### src/rtl/fprobe_pkg.sv
package fprobe_pkg;
    localparam logic [7:0] OP_STATUS = 8'h05;
    localparam logic [7:0] OP_IDENT  = 8'h9F;
    localparam logic [7:0] OP_SERIAL = 8'hC3;
    localparam logic [7:0] DENS_LO   = 8'h21;
    localparam logic [7:0] DENS_HI   = 8'h26;
    localparam int         BASE_EXP  = 4;
    localparam int         KIB_SHIFT = 10;
    localparam int         SIZE_W    = int'(DENS_HI - DENS_LO) + BASE_EXP + KIB_SHIFT + 1;

    typedef enum logic [1:0] {
        ERR_NONE    = 2'd0,
        ERR_BUSY    = 2'd1,
        ERR_VENDOR  = 2'd2,
        ERR_DENSITY = 2'd3
    } perr_e;

    typedef enum logic [3:0] {
        S_IDLE, S_ST_OP, S_ST_RX, S_GAP_A, S_ID_OP, S_ID_RX,
        S_GAP_B, S_SN_OP, S_SN_RX, S_FINISH, S_ABORT
    } pstate_e;
endpackage

### src/rtl/fprobe_shifter.sv
module fprobe_shifter #(
    parameter int BITS = 8
) (
    input  logic            clk,
    input  logic            rst_n,
    input  logic            go,
    input  logic [BITS-1:0] tx,
    input  logic            miso,
    output logic            sclk,
    output logic            mosi,
    output logic            busy,
    output logic            done,
    output logic [BITS-1:0] rx
);
    localparam int CW = $clog2(BITS);

    logic [BITS-1:0] tx_sh;
    logic [BITS-1:0] rx_sh;
    logic [CW-1:0]   bit_cnt;

    always_ff @(posedge clk or negedge rst_n) begin
        if (!rst_n) begin
            tx_sh   <= '0;
            rx_sh   <= '0;
            bit_cnt <= '0;
            sclk    <= 1'b0;
            busy    <= 1'b0;
            done    <= 1'b0;
        end else begin
            done <= 1'b0;
            if (go && !busy) begin
                tx_sh   <= tx;
                bit_cnt <= '0;
                busy    <= 1'b1;
            end else if (busy) begin
                if (!sclk) begin
                    sclk  <= 1'b1;
                    rx_sh <= {rx_sh[BITS-2:0], miso};
                end else begin
                    sclk  <= 1'b0;
                    tx_sh <= {tx_sh[BITS-2:0], 1'b0};
                    if (bit_cnt == CW'(BITS-1)) begin
                        busy <= 1'b0;
                        done <= 1'b1;
                    end else begin
                        bit_cnt <= bit_cnt + 1'b1;
                    end
                end
            end
        end
    end

    assign mosi = tx_sh[BITS-1];
    assign rx   = rx_sh;

    AST_SCLK_IDLE: assert property (@(posedge clk) disable iff (!rst_n)
        !busy |-> !sclk);
endmodule

### src/rtl/fprobe_id_decode.sv
module fprobe_id_decode
    import fprobe_pkg::*;
#(
    parameter logic [7:0] VENDOR_CODE = 8'hC2
) (
    input  logic [7:0]        vendor,
    input  logic [7:0]        density,
    output logic              vendor_ok,
    output logic              density_ok,
    output logic [SIZE_W-1:0] size,
    output logic [1:0]        addr_len
);
    localparam logic [SIZE_W-1:0] ONE       = SIZE_W'(1);
    localparam logic [SIZE_W-1:0] ADDR2_MAX = SIZE_W'(65536);

    logic [7:0] exponent;

    always_comb begin
        vendor_ok  = (vendor == VENDOR_CODE);
        density_ok = (density >= DENS_LO) && (density <= DENS_HI);
        exponent   = density - DENS_LO + 8'(BASE_EXP + KIB_SHIFT);
        size       = density_ok ? (ONE << exponent) : '0;
        addr_len   = (size > ADDR2_MAX) ? 2'd3 : 2'd2;
    end
endmodule

### src/rtl/fram_probe.sv
module fram_probe
    import fprobe_pkg::*;
#(
    parameter int         ID_BYTES    = 9,
    parameter int         SN_BYTES    = 8,
    parameter logic [7:0] VENDOR_CODE = 8'hC2
) (
    input  logic                  clk,
    input  logic                  rst_n,
    input  logic                  start,
    output logic                  spi_sclk,
    output logic                  spi_cs_n,
    output logic                  spi_mosi,
    input  logic                  spi_miso,
    output logic                  done,
    output logic                  valid,
    output logic [1:0]            err,
    output logic [SIZE_W-1:0]     dev_size,
    output logic [1:0]            addr_bytes,
    output logic [SN_BYTES*8-1:0] serial
);
    localparam int CNT_W      = $clog2((ID_BYTES > SN_BYTES ? ID_BYTES : SN_BYTES) + 1);
    localparam int VENDOR_IDX = ID_BYTES - 3;
    localparam int DENS_IDX   = ID_BYTES - 2;
    localparam int LAST_ID    = ID_BYTES - 1;
    localparam int LAST_SN    = SN_BYTES - 1;

    pstate_e state, nstate;
    logic [CNT_W-1:0]    cnt;
    logic [7:0]          vendor_q, dens_q;
    logic                sn_flag_q;
    perr_e               err_q;
    logic [SIZE_W-1:0]   size_q;
    logic [1:0]          addr_q;
    logic [SN_BYTES*8-1:0] serial_q;

    logic       xfer, eng_go, eng_busy, eng_done;
    logic [7:0] tx_byte, eng_rx;
    logic       vendor_ok, density_ok;
    logic [SIZE_W-1:0] dec_size;
    logic [1:0] dec_addr;
    logic       launch;

    assign xfer = (state == S_ST_OP) || (state == S_ST_RX) || (state == S_ID_OP) ||
                  (state == S_ID_RX) || (state == S_SN_OP) || (state == S_SN_RX);
    assign eng_go = xfer && !eng_busy && !eng_done;
    assign launch = start && ((state == S_IDLE) || (state == S_FINISH) || (state == S_ABORT));

    always_comb begin
        unique case (state)
            S_ST_OP: tx_byte = OP_STATUS;
            S_ID_OP: tx_byte = OP_IDENT;
            S_SN_OP: tx_byte = OP_SERIAL;
            default: tx_byte = 8'h00;
        endcase
    end

    fprobe_shifter #(.BITS(8)) u_shift (
        .clk(clk), .rst_n(rst_n), .go(eng_go), .tx(tx_byte), .miso(spi_miso),
        .sclk(spi_sclk), .mosi(spi_mosi), .busy(eng_busy), .done(eng_done), .rx(eng_rx)
    );

    fprobe_id_decode #(.VENDOR_CODE(VENDOR_CODE)) u_dec (
        .vendor(vendor_q), .density(dens_q), .vendor_ok(vendor_ok),
        .density_ok(density_ok), .size(dec_size), .addr_len(dec_addr)
    );

    // state register
    always_ff @(posedge clk or negedge rst_n) begin
        if (!rst_n) state <= S_IDLE;
        else        state <= nstate;
    end

    // transitions
    always_comb begin
        nstate = state;
        unique case (state)
            S_IDLE, S_FINISH, S_ABORT: if (start) nstate = S_ST_OP;
            S_ST_OP: if (eng_done) nstate = S_ST_RX;
            S_ST_RX: if (eng_done) nstate = eng_rx[0] ? S_ABORT : S_GAP_A;
            S_GAP_A: nstate = S_ID_OP;
            S_ID_OP: if (eng_done) nstate = S_ID_RX;
            S_ID_RX: if (eng_done && cnt == CNT_W'(LAST_ID)) begin
                if (!vendor_ok || !density_ok) nstate = S_ABORT;
                else if (eng_rx != 8'h00)      nstate = S_GAP_B;
                else                           nstate = S_FINISH;
            end
            S_GAP_B: nstate = S_SN_OP;
            S_SN_OP: if (eng_done) nstate = S_SN_RX;
            S_SN_RX: if (eng_done && cnt == CNT_W'(LAST_SN)) nstate = S_FINISH;
            default: nstate = S_IDLE;
        endcase
    end

    // captured results
    always_ff @(posedge clk or negedge rst_n) begin
        if (!rst_n) begin
            cnt <= '0; vendor_q <= '0; dens_q <= '0; sn_flag_q <= 1'b0;
            err_q <= ERR_NONE; size_q <= '0; addr_q <= '0; serial_q <= '0;
        end else if (launch) begin
            cnt <= '0; sn_flag_q <= 1'b0; err_q <= ERR_NONE;
            size_q <= '0; addr_q <= '0; serial_q <= '0;
        end else if (eng_done) begin
            unique case (state)
                S_ST_OP, S_ID_OP, S_SN_OP: cnt <= '0;
                S_ST_RX: if (eng_rx[0]) err_q <= ERR_BUSY;
                S_ID_RX: begin
                    cnt <= cnt + 1'b1;
                    if (cnt == CNT_W'(VENDOR_IDX)) vendor_q <= eng_rx;
                    if (cnt == CNT_W'(DENS_IDX))   dens_q   <= eng_rx;
                    if (cnt == CNT_W'(LAST_ID)) begin
                        if (!vendor_ok)       err_q <= ERR_VENDOR;
                        else if (!density_ok) err_q <= ERR_DENSITY;
                        else begin
                            size_q    <= dec_size;
                            addr_q    <= dec_addr;
                            sn_flag_q <= (eng_rx != 8'h00);
                        end
                    end
                end
                S_SN_RX: begin
                    cnt <= cnt + 1'b1;
                    for (int i = 0; i < SN_BYTES; i++)
                        if (cnt == CNT_W'(SN_BYTES - 1 - i)) serial_q[i*8 +: 8] <= eng_rx;
                end
                default: ;
            endcase
        end
    end

    // outputs
    always_comb begin
        spi_cs_n   = !xfer;
        done       = (state == S_FINISH) || (state == S_ABORT);
        valid      = (state == S_FINISH);
        err        = err_q;
        dev_size   = size_q;
        addr_bytes = addr_q;
        serial     = serial_q;
    end

    AST_CS_SCLK: assert property (@(posedge clk) disable iff (!rst_n)
        spi_cs_n |-> !spi_sclk);
    AST_BUSY_ABORT: assert property (@(posedge clk) disable iff (!rst_n)
        (state == S_ST_RX && eng_done && eng_rx[0]) |=> (state == S_ABORT && err == ERR_BUSY));
    AST_SIZE_POW2: assert property (@(posedge clk) disable iff (!rst_n)
        valid |-> $countones(dev_size) == 1);
    AST_ADDR_LEN: assert property (@(posedge clk) disable iff (!rst_n)
        valid |-> (addr_bytes == 2'd2 || addr_bytes == 2'd3));
    AST_NO_SERIAL: assert property (@(posedge clk) disable iff (!rst_n)
        (valid && !sn_flag_q) |-> serial == '0);
    AST_VALID_CLEAN: assert property (@(posedge clk) disable iff (!rst_n)
        valid |-> (done && err == ERR_NONE));
endmodule

### config.mk
export PLATFORM = sky130hd
export DESIGN_NAME = fram_probe
export DESIGN_NICKNAME = d
export VERILOG_FILES = /design/src/rtl/fprobe_pkg.sv /design/src/rtl/fprobe_shifter.sv /design/src/rtl/fprobe_id_decode.sv /design/src/rtl/fram_probe.sv
export SDC_FILE = /design/constraint.sdc
export NUM_CORES = 1
export LEC_CHECK = 0
export BUFFER_PORTS_ARGS = -buffer_cell sky130_fd_sc_hd__buf_2
export CELL_PAD_IN_SITES_DETAIL_PLACEMENT = 1
export CELL_PAD_IN_SITES_GLOBAL_PLACEMENT = 1
export CORE_MARGIN = 5
export CORE_UTILIZATION = 45
export DETAILED_ROUTE_END_ITERATION = 10
export GPL_TIMING_DRIVEN = 0
export MAX_ROUTING_LAYER = met4
export PLACE_DENSITY = 0.87
export SYNTH_ARGS = -nofsm -noshare
export SYNTH_HDL_FRONTEND = slang
export SYNTH_SLANG_ARGS = --single-unit
### constraint.sdc
create_clock -name clk -period 2.8 [get_ports clk]
set_input_delay 0.28 -clock clk [delete_from_list [all_inputs] [get_ports clk]]
set_output_delay 0.28 -clock clk [all_outputs]
set_load 0.05 [all_outputs]
==> qor.csv <==
metric,value,unit
post-route-util,55.34,%
synth_area,6277,um2
yosys_register_bits,134,
p_total,6287,uW
clk-insertion-delay-late,430,ps
fin_hold_ws,96.42,ps
synth_largest_area_cell,dfrtp_1,
ant_nets,0,
ir_worst_vdd,0.4765,mV
synthArstFlopShare,100.0,%
outcome,"complete, no violations",
synth_nets,589,
grt_usage,23.79,%
cp-end-kind,flip-flop,
synth_area_leaders,"dfrtp_1, mux2i_1, nor2_1",
gp_congestion,0.8622,
coreArea,13770,um2
ys_seq_area_share,53.42,%
drtIter0Drc,204,
syn_inst,575,
drtPass1Iterations,4,
dp_hpwl,12.39,mm
antenna_found_initial,1,
slew-limit-headroom,47.19,%
wl_per_cell,20.53,um
fin_nets,706,
cts_root_buf,clkbuf_16,
rows,43,
die_h,128.1,um
vias_per_cell,5.594,
wl,18.19,mm
fp.dieW,128.1,um
cts_buffers,17,
cts_hold_buf,1,
dieArea,16410,um2
synth-main-ff-cell,dfrtp_1,
hold_viol,0,
final_common_cell,dfrtp_1,
critPathKind,reg2reg,
worst_pin_slew,792.1,ps
pwr_density_cell,824.8,nW/um2
final_cell_mix,"dfrtp_1, buf_2, nor2_1, mux2i_1, clkbuf_1",
dpl_cell_area,7017,um2
fin_area,7622,um2
startpoint_type,flip-flop,
drc,0,
htreeDepth,4,
dr_total_vias,4956,
cts_resized,0,
min_path_type,in2reg,
cts_sinks,134,
path_max_fanout,10,
clk_pin_slew,60,ps
cap_viol_max_count,0,
fin_skew,11.40,ps
grt_pass1_wl,29.53,mm
grt_max_degree,84,
synth_edf_count,0,
setup_violations,0,
syn_to_final_growth,21.43,%
slew_viol_final,0,
rsz0062_at_grt,false,
cp_data_required_time,3090,ps
initial_utilization,45.58,%
max_freq,403.2,MHz
synth.top_cell.area_share,53.42,%
fin_crit_sh,88.57,%
synth_cell_types,63,
port_buffers,96,
grt_pass1_vias,5432,
post_cts_buffers,0,
fin_crit,2480,ps
leakagePower,0.004004,uW
ios,97,
yosysWarningCount,0,
overflow,0,
cts_tree,yes,
synth.avg_cell_area,10.92,um2
drive_above_1_share,23.83,%
crit_arrival,2770,ps
clock_path_buffers,2,
-- Yosys cell counts (4+ instances only) --
cell type  count
and3_1        14
buf_2          6
ha_1          10
o21ai_1        4
dfrtp_1      134
xnor2_1        7
nand2b_1       6
nand3b_1      10
o31ai_1        4
o21ai_0       32
nor2b_1        4
nand2_1       35
a21oi_1       15
and3b_1        4
nor4_1         4
nand3_1       19
inv_1          9
nor2_1        71
clkbuf_1      33
mux2_2        22
mux2i_1       70
-- where the power goes --
part	switching, uW	total [uW]	internal [uW]
clock	832	2280	1450
sequential	140	2250	2100
combinational	1220	1760	540
-- registers in the layout, indices dropped and copies added (netlist names), 2 cells and up --
register	flops
serial	64
dev_size	20
dens_q	8
u_shift.rx	8
u_shift.tx_sh	8
vendor_q	8
cnt	4
state	4
u_shift.bit_cnt	3
addr_bytes	2
err	2
-- through the flow --
stage          setup WS (ps)  cells  TNS (ps)
6_report               320.1    886         0
5_1_grt                152.2    886         0
4_1_cts                331.3    885         0
3_5_place_dp           399.9    852         0
3_3_place_gp          -244.8    851    -32020
2_1_floorplan          630.7    575         0
-- kinds of logic after synthesis --
kind of cell / count (synthesis) / share of synthesized area (%)
AOI/OAI and AO/OA: 80 / 7.913
and+or+nand+nor: 196 / 16.46
adders and majority gates: 10 / 1.993
DFF: 134 / 53.42
xor gates and xnor gates: 10 / 1.395
buffers and inverters: 53 / 3.707
muxes: 92 / 15.11
-- routing by layer --
| layer | global-route usage (%) | vias up | wire [um] |
|---|---|---|---|
| met5 | - | - | 0 |
| met4 | 9.051 | 0 | 454 |
| met3 | 5.250 | 41 | 803 |
| li1 | - | 2245 | - |
| met1 | 28.86 | 2534 | 7757 |
| met2 | 38.97 | 136 | 9176 |
-- critical path, stage by stage, from the launching register on --
cell	delay (ps)
dfrtp_1	370
clkbuf_1	240
nor4b_4	550
nand3_1	270
nor2_2	500
mux2i_1	350
nor2_1	80
-- area by class of cell --
cell class	count	area [um2]
antenna	1	2.502
tap	180	225.2
clock buffer	24	471.7
sequential	134	3353
timing repair buffer	98	524.3
fill	1541	6151
clock inverter	8	121.4
buffer	44	198.9
multi-input combinational	388	2691
inverter	9	33.78
-- path summary, 6_finish.rpt --
kind	start	endpoint	slack (ps)	depth (start not counted)
setup / recovery	state[2]	serial[15]	320	6
hold / removal	spi_miso	u_shift.rx[0]	100	2
setup reg to reg	state[2]	serial[15]	320	6
hold reg to reg	dev_size[9]	dev_size[9]	500	1
max in group asynchronous	rst_n	serial[27]	1620	3
min in group asynchronous	rst_n	u_shift.tx_sh[7]	380	2
(Power assumes the default switching activity.)
